--- src/rtl/sfd_ts_pkg.sv ---
package sfd_ts_pkg;
  localparam logic [7:0] PRE_BYTE = 8'h55;
  localparam logic [7:0] SFD_BYTE = 8'hD5;

  typedef enum logic [1:0] {
    HUNT_IDLE,
    HUNT_PRE,
    HUNT_DONE
  } hunt_e;
endpackage

--- src/rtl/sfd_hunt.sv ---
module sfd_hunt
  import sfd_ts_pkg::*;
(
  input  logic       clk,
  input  logic       rst,
  input  logic       rx_valid,
  input  logic [7:0] rx_byte,
  output logic       sfd_hit
);
  hunt_e st_q, st_d;

  always_comb begin
    st_d    = st_q;
    sfd_hit = 1'b0;
    if (!rx_valid) begin
      st_d = HUNT_IDLE;
    end else begin
      case (st_q)
        HUNT_IDLE: st_d = (rx_byte == PRE_BYTE) ? HUNT_PRE : HUNT_DONE;
        HUNT_PRE: begin
          if (rx_byte == SFD_BYTE) begin
            sfd_hit = 1'b1;
            st_d    = HUNT_DONE;
          end else if (rx_byte != PRE_BYTE) begin
            st_d = HUNT_DONE;
          end
        end
        default: st_d = HUNT_DONE;
      endcase
    end
  end

  always_ff @(posedge clk) begin
    if (rst) st_q <= HUNT_IDLE;
    else     st_q <= st_d;
  end
endmodule

--- src/rtl/ts_capture.sv ---
module ts_capture #(
  parameter int TW = 32
) (
  input  logic          clk,
  input  logic          rst,
  input  logic          hit,
  input  logic          clear,
  input  logic [TW-1:0] now,
  output logic [TW-1:0] cap_q,
  output logic          full_q,
  output logic          ovr_q
);
  always_ff @(posedge clk) begin
    if (rst) begin
      cap_q  <= '0;
      full_q <= 1'b0;
      ovr_q  <= 1'b0;
    end else begin
      if (clear) begin
        full_q <= 1'b0;
        ovr_q  <= 1'b0;
      end
      if (hit) begin
        if (full_q && !clear) begin
          ovr_q <= 1'b1;
        end else begin
          cap_q  <= now;
          full_q <= 1'b1;
        end
      end
    end
  end
endmodule

--- src/rtl/drift_timer.sv ---
module drift_timer #(
  parameter int TW   = 32,
  parameter int SW   = 4,
  parameter int CW   = 16,
  parameter int NORM = 5
) (
  input  logic          clk,
  input  logic          rst,
  input  logic [TW-1:0] period,
  input  logic [SW-1:0] alt_step,
  input  logic          load,
  input  logic [CW-1:0] load_cnt,
  output logic [TW-1:0] now_q,
  output logic          wrap_q,
  output logic          busy
);
  logic [CW-1:0] cnt_q;
  logic [TW:0]   step, sum, nxt;
  logic          wrap;

  assign busy = (cnt_q != '0);

  always_comb begin
    step = busy ? (TW+1)'(alt_step) : (TW+1)'(NORM);
    sum  = {1'b0, now_q} + step;
    wrap = (sum >= {1'b0, period});
    nxt  = wrap ? (sum - {1'b0, period}) : sum;
  end

  always_ff @(posedge clk) begin
    if (rst) begin
      now_q  <= '0;
      wrap_q <= 1'b0;
      cnt_q  <= '0;
    end else begin
      now_q  <= nxt[TW-1:0];
      wrap_q <= wrap;
      if (load)      cnt_q <= load_cnt;
      else if (busy) cnt_q <= cnt_q - 1'b1;
    end
  end
endmodule

--- src/rtl/sfd_ts_sync.sv ---
module sfd_ts_sync #(
  parameter int NP        = 2,
  parameter int TW        = 32,
  parameter int SW        = 4,
  parameter int CW        = 16,
  parameter int OW        = 32,
  parameter int NORM_STEP = 5,
  localparam int PW       = (NP > 1) ? $clog2(NP) : 1
) (
  input  logic            clk,
  input  logic            rst,
  input  logic [TW-1:0]   cfg_period,
  input  logic [SW-1:0]   cfg_alt_step,
  input  logic            comp_load,
  input  logic [CW-1:0]   comp_ticks,
  input  logic [NP-1:0]   rx_valid,
  input  logic [8*NP-1:0] rx_byte,
  input  logic [NP-1:0]   cap_clear,
  input  logic [PW-1:0]   off_port,
  input  logic            exp_wr,
  input  logic [TW-1:0]   exp_time,
  output logic [TW-1:0]   now_ns,
  output logic            cycle_start,
  output logic            comp_busy,
  output logic [TW*NP-1:0] cap_ns,
  output logic [NP-1:0]   cap_full,
  output logic [NP-1:0]   cap_overrun,
  output logic [OW-1:0]   offset_ns,
  output logic            offset_valid
);
  logic [TW-1:0] cap_arr [NP];
  logic [NP-1:0] hit;

  drift_timer #(.TW(TW), .SW(SW), .CW(CW), .NORM(NORM_STEP)) u_timer (
    .clk(clk), .rst(rst), .period(cfg_period), .alt_step(cfg_alt_step),
    .load(comp_load), .load_cnt(comp_ticks),
    .now_q(now_ns), .wrap_q(cycle_start), .busy(comp_busy)
  );

  for (genvar p = 0; p < NP; p++) begin : g_port
    sfd_hunt u_hunt (
      .clk(clk), .rst(rst), .rx_valid(rx_valid[p]),
      .rx_byte(rx_byte[8*p +: 8]), .sfd_hit(hit[p])
    );
    ts_capture #(.TW(TW)) u_cap (
      .clk(clk), .rst(rst), .hit(hit[p]), .clear(cap_clear[p]),
      .now(now_ns), .cap_q(cap_arr[p]),
      .full_q(cap_full[p]), .ovr_q(cap_overrun[p])
    );
    assign cap_ns[TW*p +: TW] = cap_arr[p];
  end

  logic signed [TW:0] diff;
  assign diff = $signed({1'b0, cap_arr[off_port]}) - $signed({1'b0, exp_time});

  always_ff @(posedge clk) begin
    if (rst) begin
      offset_ns    <= '0;
      offset_valid <= 1'b0;
    end else begin
      offset_valid <= exp_wr;
      if (exp_wr) offset_ns <= OW'(diff);
    end
  end
endmodule

--- config.mk ---
export PLATFORM = sky130hd
export DESIGN_NAME = sfd_ts_sync
export DESIGN_NICKNAME = d
export VERILOG_FILES = /design/src/rtl/sfd_ts_pkg.sv /design/src/rtl/sfd_hunt.sv /design/src/rtl/ts_capture.sv /design/src/rtl/drift_timer.sv /design/src/rtl/sfd_ts_sync.sv
export SDC_FILE = /design/constraint.sdc
export NUM_CORES = 1
export LEC_CHECK = 0
export CORE_AREA = 5 5 165 167
export DETAILED_ROUTE_END_ITERATION = 7
export DIE_AREA = 0 0 170 172
export PLACE_DENSITY = 0.75
export SLEW_MARGIN = 40
export SYNTH_ARGS = -nofsm -noshare
export SYNTH_HDL_FRONTEND = slang
export SYNTH_HIERARCHICAL = 1
export SYNTH_SLANG_ARGS = --single-unit
export TNS_END_PERCENT = 5
--- constraint.sdc ---
create_clock -name clk -period 5.46 [get_ports clk]
set_clock_uncertainty 0.2 [all_clocks]
set_input_delay 0.546 -clock clk [delete_from_list [all_inputs] [get_ports clk]]
set_output_delay 0.546 -clock clk [all_outputs]
set_load 0.02 [all_outputs]
# Yosys cells after proc, flatten, opt, wreduce, memory -nomap -nowiden
# Cells that the tools add are included.
# W data, S select, Z words.
[word_totals] reg_bits=154 in_bits=109 word_cells=79 out_inout_bits=135
[op_classes] n_eq_ne=10 n_reduce_logical=12 order_cmp=2 bitwise=5 n_mux=33 add_sub_neg=4
[ops] cell="$mux W32" count=4
[ops] cell="$sub A32 B32 Y32" count=2
[ops] cell="$add A32 B4 Y33" count=1
[ops] cell="$ge A33 B32 Y1" count=1
[ops] cell="$mux W16" count=2
[ops] cell="$mux W1" count=18
[ops] cell="$eq A8 B7 Y1 const B" count=2
[ops] cell="$eq A8 B8 Y1 const B" count=2
[ops] cell="$ne A8 B7 Y1 const B" count=2
[ops] cell="$reduce_bool A16 Y1" count=1
[ops] cell="$sub A16 B1 Y16 const B" count=1
[ops] cell="$mux W2" count=6
[ops] cell="$pmux W2 S2" count=2
[ops] cell="$ne A3 B1 Y1 const B" count=2
[ops] cell="$eq A2 B1 Y1 const B" count=2
[ops] cell="$logic_not A2 Y1" count=2
[ops] cell="$mux W4" count=1
[ops] cell="$not A1 Y1" count=4
[ops] cell="$reduce_and A2 Y1" count=2
[ops] cell="$reduce_or A2 Y1" count=2
[ops] cell="$ge A2 B2 Y1 const B" count=1
[ops] cell="$logic_and A1 B1 Y1" count=2
[ops] cell="$logic_not A1 Y1" count=2
[ops] cell="$not A1 Y2" count=1
[ops] cell="$reduce_bool A2 Y1" count=1

# Depth between registers and ports, before layout
[depth] depth_word=5 ltp_mapped=24 mapped_depth_nobuf=23

# Modules after synthesis
# The synthesis kept the hierarchy.
[modules_own_cells] mod="drift_timer" instances=1 cells_each=621 area_each_um2=4710.8 seq_area_each_um2=980.9
[modules_own_cells] mod="sfd_ts_sync" instances=1 cells_each=435 area_each_um2=3362.0 seq_area_each_um2=660.6
[modules_own_cells] mod="ts_capture" instances=2 cells_each=146 area_each_um2=1515.2 seq_area_each_um2=680.7
[modules_own_cells] mod="sfd_hunt" instances=2 cells_each=10 area_each_um2=98.8 seq_area_each_um2=40.0

# Worst setup path before layout
# OpenSTA, ideal clock, no wires.
[synth_timing] path_type="flip-flop to flip-flop" start="register u_timer.cnt_q[4]" end="register u_timer.now_q[30]" arrival_time_ns=5.104 required_ns=5.123 period_less_slack_ns=5.441 slack_ns=0.019 path_stages_with_launch=21 n_path_buf=1 setup_ns=0.137 path_cell_list="dfxtp_1 -> or4_1 -> nor4_2 -> and3_1 -> inv_2 -> and2_1 -> ha_1 -> a21o_1 -> a21oi_1 -> o21bai_1 -> nor3b_1 -> and3_1 -> xor2_1 -> ha_1 -> clkbuf_1 -> a21o_1 -> a21oi_1 -> or3b_1 -> or3_1 -> a311oi_1 -> o221ai_1"
[synth_between] elab_chain_cells=5 word_cells_on_any_way=6 classes_between="add/sub: 2; order compare: 1; mux: 2; reduce/logical: 1"
[synth_rtl] element="from (decl)" line_no="drift_timer.sv:17" source="logic [CW-1:0] cnt_q;"
[synth_rtl] element="from (signal assigned)" line_no="drift_timer.sv:38" source="if (load) cnt_q <= load_cnt;"
[synth_rtl] element="from (signal assigned)" line_no="drift_timer.sv:39" source="else if (busy) cnt_q <= cnt_q - 1'b1;"
[synth_rtl] element="$reduce_bool A16 Y1 (*)" line_no="drift_timer.sv:21" source="assign busy = (cnt_q != '0);"
[synth_rtl] element="named net comp_busy" line_no="sfd_ts_sync.sv:24" source="output logic comp_busy,"
[synth_rtl] element="$mux W4 (*)" line_no="drift_timer.sv:24" source="step = busy ? (TW+1)'(alt_step) : (TW+1)'(NORM);"
[synth_rtl] element="$add A32 B4 Y33 (*)" line_no="drift_timer.sv:25" source="sum = {1'b0, now_q} + step;"
[synth_rtl] element="$sub A32 B32 Y32 / $ge A33 B32 Y1 (equally long branches)" line_no="drift_timer.sv:27, drift_timer.sv:26"
[synth_rtl] element="$mux W32 (*)" line_no="drift_timer.sv:27" source="nxt = wrap ? (sum - {1'b0, period}) : sum;"
[synth_rtl] element="to (signal assigned)" line_no="drift_timer.sv:36" source="now_q <= nxt[TW-1:0];"
[synth_rtl] element="to (decl)" line_no="drift_timer.sv:13" source="output logic [TW-1:0] now_q,"
# The timed path passes the listed nets; every way through them passes the cells marked *.
# A chain may end at the register's enable or synchronous reset.

# Final worst setup path
[layout_timing] start="register u_timer.cnt_q[5]" end="register u_timer.now_q[19]"
[layout_between] elab_chain_cells=5 word_cells_on_any_way=6 classes_between="add/sub: 2; order compare: 1; mux: 2; reduce/logical: 1"
[layout_rtl] element="$reduce_bool A16 Y1 (*)" line_no="drift_timer.sv:21"
[layout_rtl] element="$mux W4 (*)" line_no="drift_timer.sv:24"
[layout_rtl] element="$add A32 B4 Y33 (*)" line_no="drift_timer.sv:25"
[layout_rtl] element="$sub A32 B32 Y32 / $ge A33 B32 Y1 (equally long branches)" line_no="drift_timer.sv:27, drift_timer.sv:26"
[layout_rtl] element="$mux W32 (*)" line_no="drift_timer.sv:27"
# Mark *: on every way between the ends. The rest lies on a longest branch, timed or not.

==> metrics.txt <==
# TYPE chip_impl_metric gauge
chip_impl_metric{name="n_antenna_cell",unit=""} 0
chip_impl_metric{name="dieWidth",unit="um"} 170
chip_impl_metric{name="synth_area",unit="um^2"} 11300
chip_impl_metric{name="min_path_cells",unit=""} 2
chip_impl_metric{name="tightest_slew",unit="ns"} 0.824
chip_impl_metric{name="drcViolationCount",unit=""} 0
chip_impl_metric{name="relative_slew_slack",unit="%"} 44.9
chip_impl_metric{name="grt_use_total",unit="%"} 22.3
chip_impl_metric{name="multiInputGateArea",unit="um^2"} 7830
chip_impl_metric{name="synthXorXnorAreaFrac",unit="%"} 6.67
chip_impl_metric{name="cap_violations",unit=""} 0
chip_impl_metric{name="worstSkewPairLatency",unit="ns"} 0.42
chip_impl_metric{name="initial_utilization",unit="%"} 44.1
chip_impl_metric{name="power-per-cell-area",unit="nW/um^2"} 213
chip_impl_metric{name="grt_pass1_vias",unit=""} 9968
chip_impl_metric{name="slew_violations",unit=""} 0
chip_impl_metric{name="synth_cells",unit=""} 1368
chip_impl_metric{name="synth-simple-area-share",unit="%"} 23.1
chip_impl_metric{name="seqPwrFrac",unit="%"} 37.9
chip_impl_metric{name="grt_antenna_before_repair",unit=""} 0
chip_impl_metric{name="r2r_slack",unit="ns"} 0.13
chip_impl_metric{name="clock_power_share",unit="%"} 34.8
chip_impl_metric{name="power.switching",unit="mW"} 1.00
chip_impl_metric{name="worst_ep_arrival_time",unit="ns"} 5.40
chip_impl_metric{name="floorplan.die.height",unit="um"} 172
chip_impl_metric{name="synth.mux.area_fraction",unit="%"} 11.2
chip_impl_metric{name="synthAdderAreaFrac",unit="%"} 8.50
chip_impl_metric{name="synth_nets",unit=""} 1552
chip_impl_metric{name="clk_pin_slew_worst_paths",unit="ns"} 0.07
chip_impl_metric{name="port_buffers",unit=""} 243
chip_impl_info{name="worst_setup_path_start_kind",value="register"} 1
chip_impl_info{name="min_delay_worst_endpoint",value="offset_ns[25]"} 1
chip_impl_metric{name="cts_hold_repair.buffers",unit=""} 0
chip_impl_metric{name="grt_max_degree",unit=""} 103
chip_impl_metric{name="internal_power",unit="mW"} 2.22
chip_impl_info{name="timing.critical_path.to_type",value="register"} 1
chip_impl_metric{name="timing.final.hold_violations",unit=""} 0
chip_impl_metric{name="r2r_cells",unit=""} 24
chip_impl_info{name="hold_wc_path_type",value="register to register"} 1
chip_impl_metric{name="setup_viol",unit=""} 0
chip_impl_metric{name="postRouteWirelength",unit="mm"} 35.0
chip_impl_info{name="reg2reg_to",value="u_timer/now_q[19]"} 1
chip_impl_metric{name="wl_per_cell",unit="um"} 17.8
chip_impl_info{name="run_status",value="finished, final reports clean"} 1
chip_impl_info{name="r2r-start",value="u_timer/cnt_q[5]"} 1
chip_impl_metric{name="core.rowCount",unit=""} 59
chip_impl_metric{name="drt-initial-drc-count",unit=""} 805
chip_impl_metric{name="via_count",unit=""} 10643
chip_impl_metric{name="synth-edff-count",unit=""} 0
chip_impl_metric{name="post_synth.cell_area_avg",unit="um^2"} 8.26
chip_impl_metric{name="filler_cell_count",unit=""} 2239
chip_impl_metric{name="p_sw_share",unit="%"} 31.1
chip_impl_metric{name="post_placement_worst_setup_slack",unit="ns"} -0.0953
chip_impl_metric{name="finalCritPeriodShare",unit="%"} 97.6
chip_impl_metric{name="max-vdd-ir-drop",unit="uV"} 136
chip_impl_metric{name="drt-pass1-iter-count",unit=""} 7
chip_impl_metric{name="ys_ff_latch",unit=""} 154
chip_impl_metric{name="coreArea",unit="um^2"} 25600
chip_impl_metric{name="timing.critical_path.fanout_max",unit=""} 8
chip_impl_metric{name="dp.final_hpwl",unit="mm"} 27.0
chip_impl_metric{name="global_route_wire_length_before_repair",unit="mm"} 52.6
chip_impl_metric{name="globalRouteOverflowTotal",unit=""} 0
chip_impl_metric{name="via_per_inst",unit=""} 5.41
chip_impl_metric{name="synth-seq-area-share",unit="%"} 27.3
chip_impl_metric{name="post-route-worst-setup-slack",unit="ns"} 0.131
chip_impl_metric{name="final_core_util",unit="%"} 59.0
chip_impl_metric{name="power",unit="mW"} 3.22
chip_impl_metric{name="synthDistinctLibCells",unit=""} 81
chip_impl_info{name="min_from",value="offset_ns[25]"} 1
chip_impl_metric{name="cts_made_buffers",unit=""} 17
chip_impl_info{name="synth_top_family_by_area",value="simple AND/OR/NAND/NOR gates"} 1
chip_impl_metric{name="place.detailed.instances",unit=""} 1920
chip_impl_metric{name="synth_async_sr_flop_share",unit="%"} 0
chip_impl_metric{name="post_route_cells_drive_above_1_share",unit="%"} 11.6
chip_impl_metric{name="maxClockFrequency",unit="GHz"} 0.188
chip_impl_metric{name="area.growth.synth_to_final",unit="%"} 33.8
chip_impl_info{name="ctsRootBufferMaster",value="sky130_fd_sc_hd__clkbuf_16"} 1
chip_impl_info{name="grt_setup_unrepaired",value="yes"} 1
chip_impl_info{name="criticalPathCategory",value="register to register"} 1
chip_impl_metric{name="gp_congestion",unit=""} 0.945
chip_impl_metric{name="die_area",unit="um^2"} 29200
chip_impl_metric{name="io_pins",unit=""} 244
chip_impl_info{name="crit_path_start",value="u_timer/cnt_q[5]"} 1
chip_impl_metric{name="clock-sinks",unit=""} 154
chip_impl_metric{name="final.min_clock_period",unit="ns"} 5.33
chip_impl_metric{name="synth_compound_area_share",unit="%"} 17.1
chip_impl_metric{name="post_route_insts_no_fill",unit=""} 1969
chip_impl_metric{name="yosysWarnings",unit=""} 6
chip_impl_info{name="cts_tree",value="done"} 1
chip_impl_metric{name="combPwrFrac",unit="%"} 27.3
chip_impl_info{name="synth_ff_type",value="sky130_fd_sc_hd__dfxtp_1"} 1
chip_impl_metric{name="worst-endpoint-required",unit="ns"} 5.53
chip_impl_metric{name="static-leakage-power",unit="nW"} 6.11
chip_impl_metric{name="cts-htree-levels",unit=""} 4
chip_impl_metric{name="cts_buffer_depth",unit=""} 2
chip_impl_metric{name="number_of_nets_still_failing_antenna_checks_after_routing",unit=""} 0
chip_impl_metric{name="fin_nets",unit=""} 1806
chip_impl_metric{name="register_area",unit="um^2"} 3080
-- cells in the mapped netlist, drive strengths merged, types with 16 or more instances --
| library cell | instances | area share (%) |
|---|---|---|
| and3 | 22 | 1.2 |
| inv | 95 | 3.2 |
| xor2 | 33 | 2.6 |
| dfxtp | 154 | 27 |
| nand2b | 145 | 8.0 |
| o21ai | 56 | 2.6 |
| a21oi | 96 | 4.5 |
| nor2 | 111 | 3.7 |
| nand4 | 17 | 1.1 |
| nand3 | 41 | 1.8 |
| xnor2 | 53 | 4.1 |
| nand2 | 70 | 2.3 |
| mux2i | 94 | 8.3 |
| a21o | 36 | 2.4 |
| mux2 | 29 | 2.9 |
| ha | 72 | 8.0 |
| nor3 | 25 | 1.1 |
| clkbuf | 42 | 1.4 |
| a211oi | 16 | 1.3 |
| buf | 18 | 1.6 |
-- how the worst max path moves through the flow --
stage	end	slack [ns]	cells after the start
after global placement	u_timer/now_q[28]	0.05	21
after floorplan	u_timer/now_q[30]	0.02	20
final	u_timer/now_q[19]	0.13	24
after detailed placement	u_timer/now_q[28]	-0.1	21
after CTS	u_timer/now_q[11]	0.003	21
after global routing	u_timer/now_q[28]	-0.05	21
-- worst max-delay path, cell delays in order, from the launching register on --
cell and delay, ns:
sky130_fd_sc_hd__dfxtp_2 0.33, sky130_fd_sc_hd__or4_4 0.55, sky130_fd_sc_hd__nor4_4 0.25, sky130_fd_sc_hd__and3_4 0.25, sky130_fd_sc_hd__inv_4 0.06, sky130_fd_sc_hd__and2_4 0.16, sky130_fd_sc_hd__ha_1 0.26, sky130_fd_sc_hd__a21o_1 0.19
sky130_fd_sc_hd__a21oi_4 0.18, sky130_fd_sc_hd__o21bai_4 0.10, sky130_fd_sc_hd__nor3b_1 0.15, sky130_fd_sc_hd__buf_4 0.16, sky130_fd_sc_hd__and3_1 0.21, sky130_fd_sc_hd__xor2_2 0.18, sky130_fd_sc_hd__ha_4 0.32, sky130_fd_sc_hd__and4_4 0.25
sky130_fd_sc_hd__nand2_1 0.07, sky130_fd_sc_hd__nor4_2 0.28, sky130_fd_sc_hd__o21ai_0 0.10, sky130_fd_sc_hd__and3_1 0.21, sky130_fd_sc_hd__a21oi_4 0.14, sky130_fd_sc_hd__buf_4 0.16, sky130_fd_sc_hd__clkbuf_16 0.16, sky130_fd_sc_hd__mux2i_1 0.19
sky130_fd_sc_hd__nor2_1 0.06
-- sequential cells by signal (all words and copies together) (netlist names) --
register and count:
g_port.u_cap/cap_q 64, g_port.u_cap/full_q 2, g_port.u_cap/ovr_q 2, g_port.u_hunt/st_q 4, offset_ns 32, offset_valid 1
u_timer/cnt_q 16, u_timer/now_q 32, u_timer/wrap_q 1
-- through the flow --
stage | hold slack, ns | instance area, um^2 | TNS [ns]
6_report | 0.250 | 15100 | 0
5_1_grt | 0.266 | 15100 | -0.567
3_5_place_dp | 0.243 | 14100 | -0.993
3_3_place_gp | 0.235 | 14100 | 0
2_1_floorplan | 0.291 | 11300 | 0
4_1_cts | 0.252 | 14700 | 0
-- layout make-up --
type                       instances  area share (%)
clock buffer                      20            2.95
sequential                       154            20.4
timing repair buffer             295            19.1
multi-input combinational       1059            51.7
inverter                          95            2.37
clock inverter                    11           0.653
tap                              335            2.77
-- cells in the final DEF, fill, tap and decap left out, drive strengths merged, types with 4 or more instances in the layout --
cell | synthesis | routed
clkinv | 0 | 6
ha | 72 | 72
mux2 | 29 | 29
nand2b | 145 | 145
and2 | 11 | 11
o31ai | 8 | 8
dfxtp | 154 | 154
xnor2 | 53 | 53
buf | 18 | 52
o211ai | 8 | 8
nand3 | 41 | 41
xor2 | 33 | 33
nor2b | 5 | 5
nor3 | 25 | 25
a31oi | 8 | 8
or3 | 10 | 10
a221oi | 4 | 4
a211oi | 16 | 16
inv | 95 | 96
a21o | 36 | 36
clkbuf | 42 | 22
nor4 | 11 | 11
clkdlybuf4s50 | 0 | 241
and4 | 5 | 5
o21a | 8 | 8
mux2i | 94 | 94
and3 | 22 | 22
o21bai | 8 | 8
o21ai | 56 | 56
nand4 | 17 | 17
nand2 | 70 | 70
a22oi | 6 | 6
a21oi | 96 | 96
nor2 | 111 | 111
-- power groups by stage --
stage / logic [mW] / registers, mW / clock network [mW]
3_5_place_dp: 0.818 / 1.24 / 0
2_1_floorplan: 0.484 / 1.26 / 0
3_3_place_gp: 0.810 / 1.24 / 0
6_report: 0.878 / 1.22 / 1.12
5_1_grt: 0.947 / 1.23 / 1.19
4_1_cts: 0.828 / 1.22 / 1.14
-- kinds of logic (layout without fill, tap and decap cells) --
logic type,after synthesis,count (layout)
and+or+nand+nor,488,488
AOI/OAI and AO/OA,287,287
buffers and inverters,155,421
DFF,154,154
muxes,123,123
xor gates and xnor gates,86,86
adders and majority gates,75,75
-- per-layer routing --
metal	share of wire (%)	track usage, %
met3	5.8	3.52
met1	44	29.5
met2	48	38.4
met5	0	0
met4	1.6	5.42
-- repair_timing --
item,4_1_cts,5_1_grt
setup endpoints to repair,28,33
cloned,0,2
pin swaps,1,28
resized for setup,4,62
setup buffers,2,14
No activity file was read; power rests on OpenSTA's default activity.
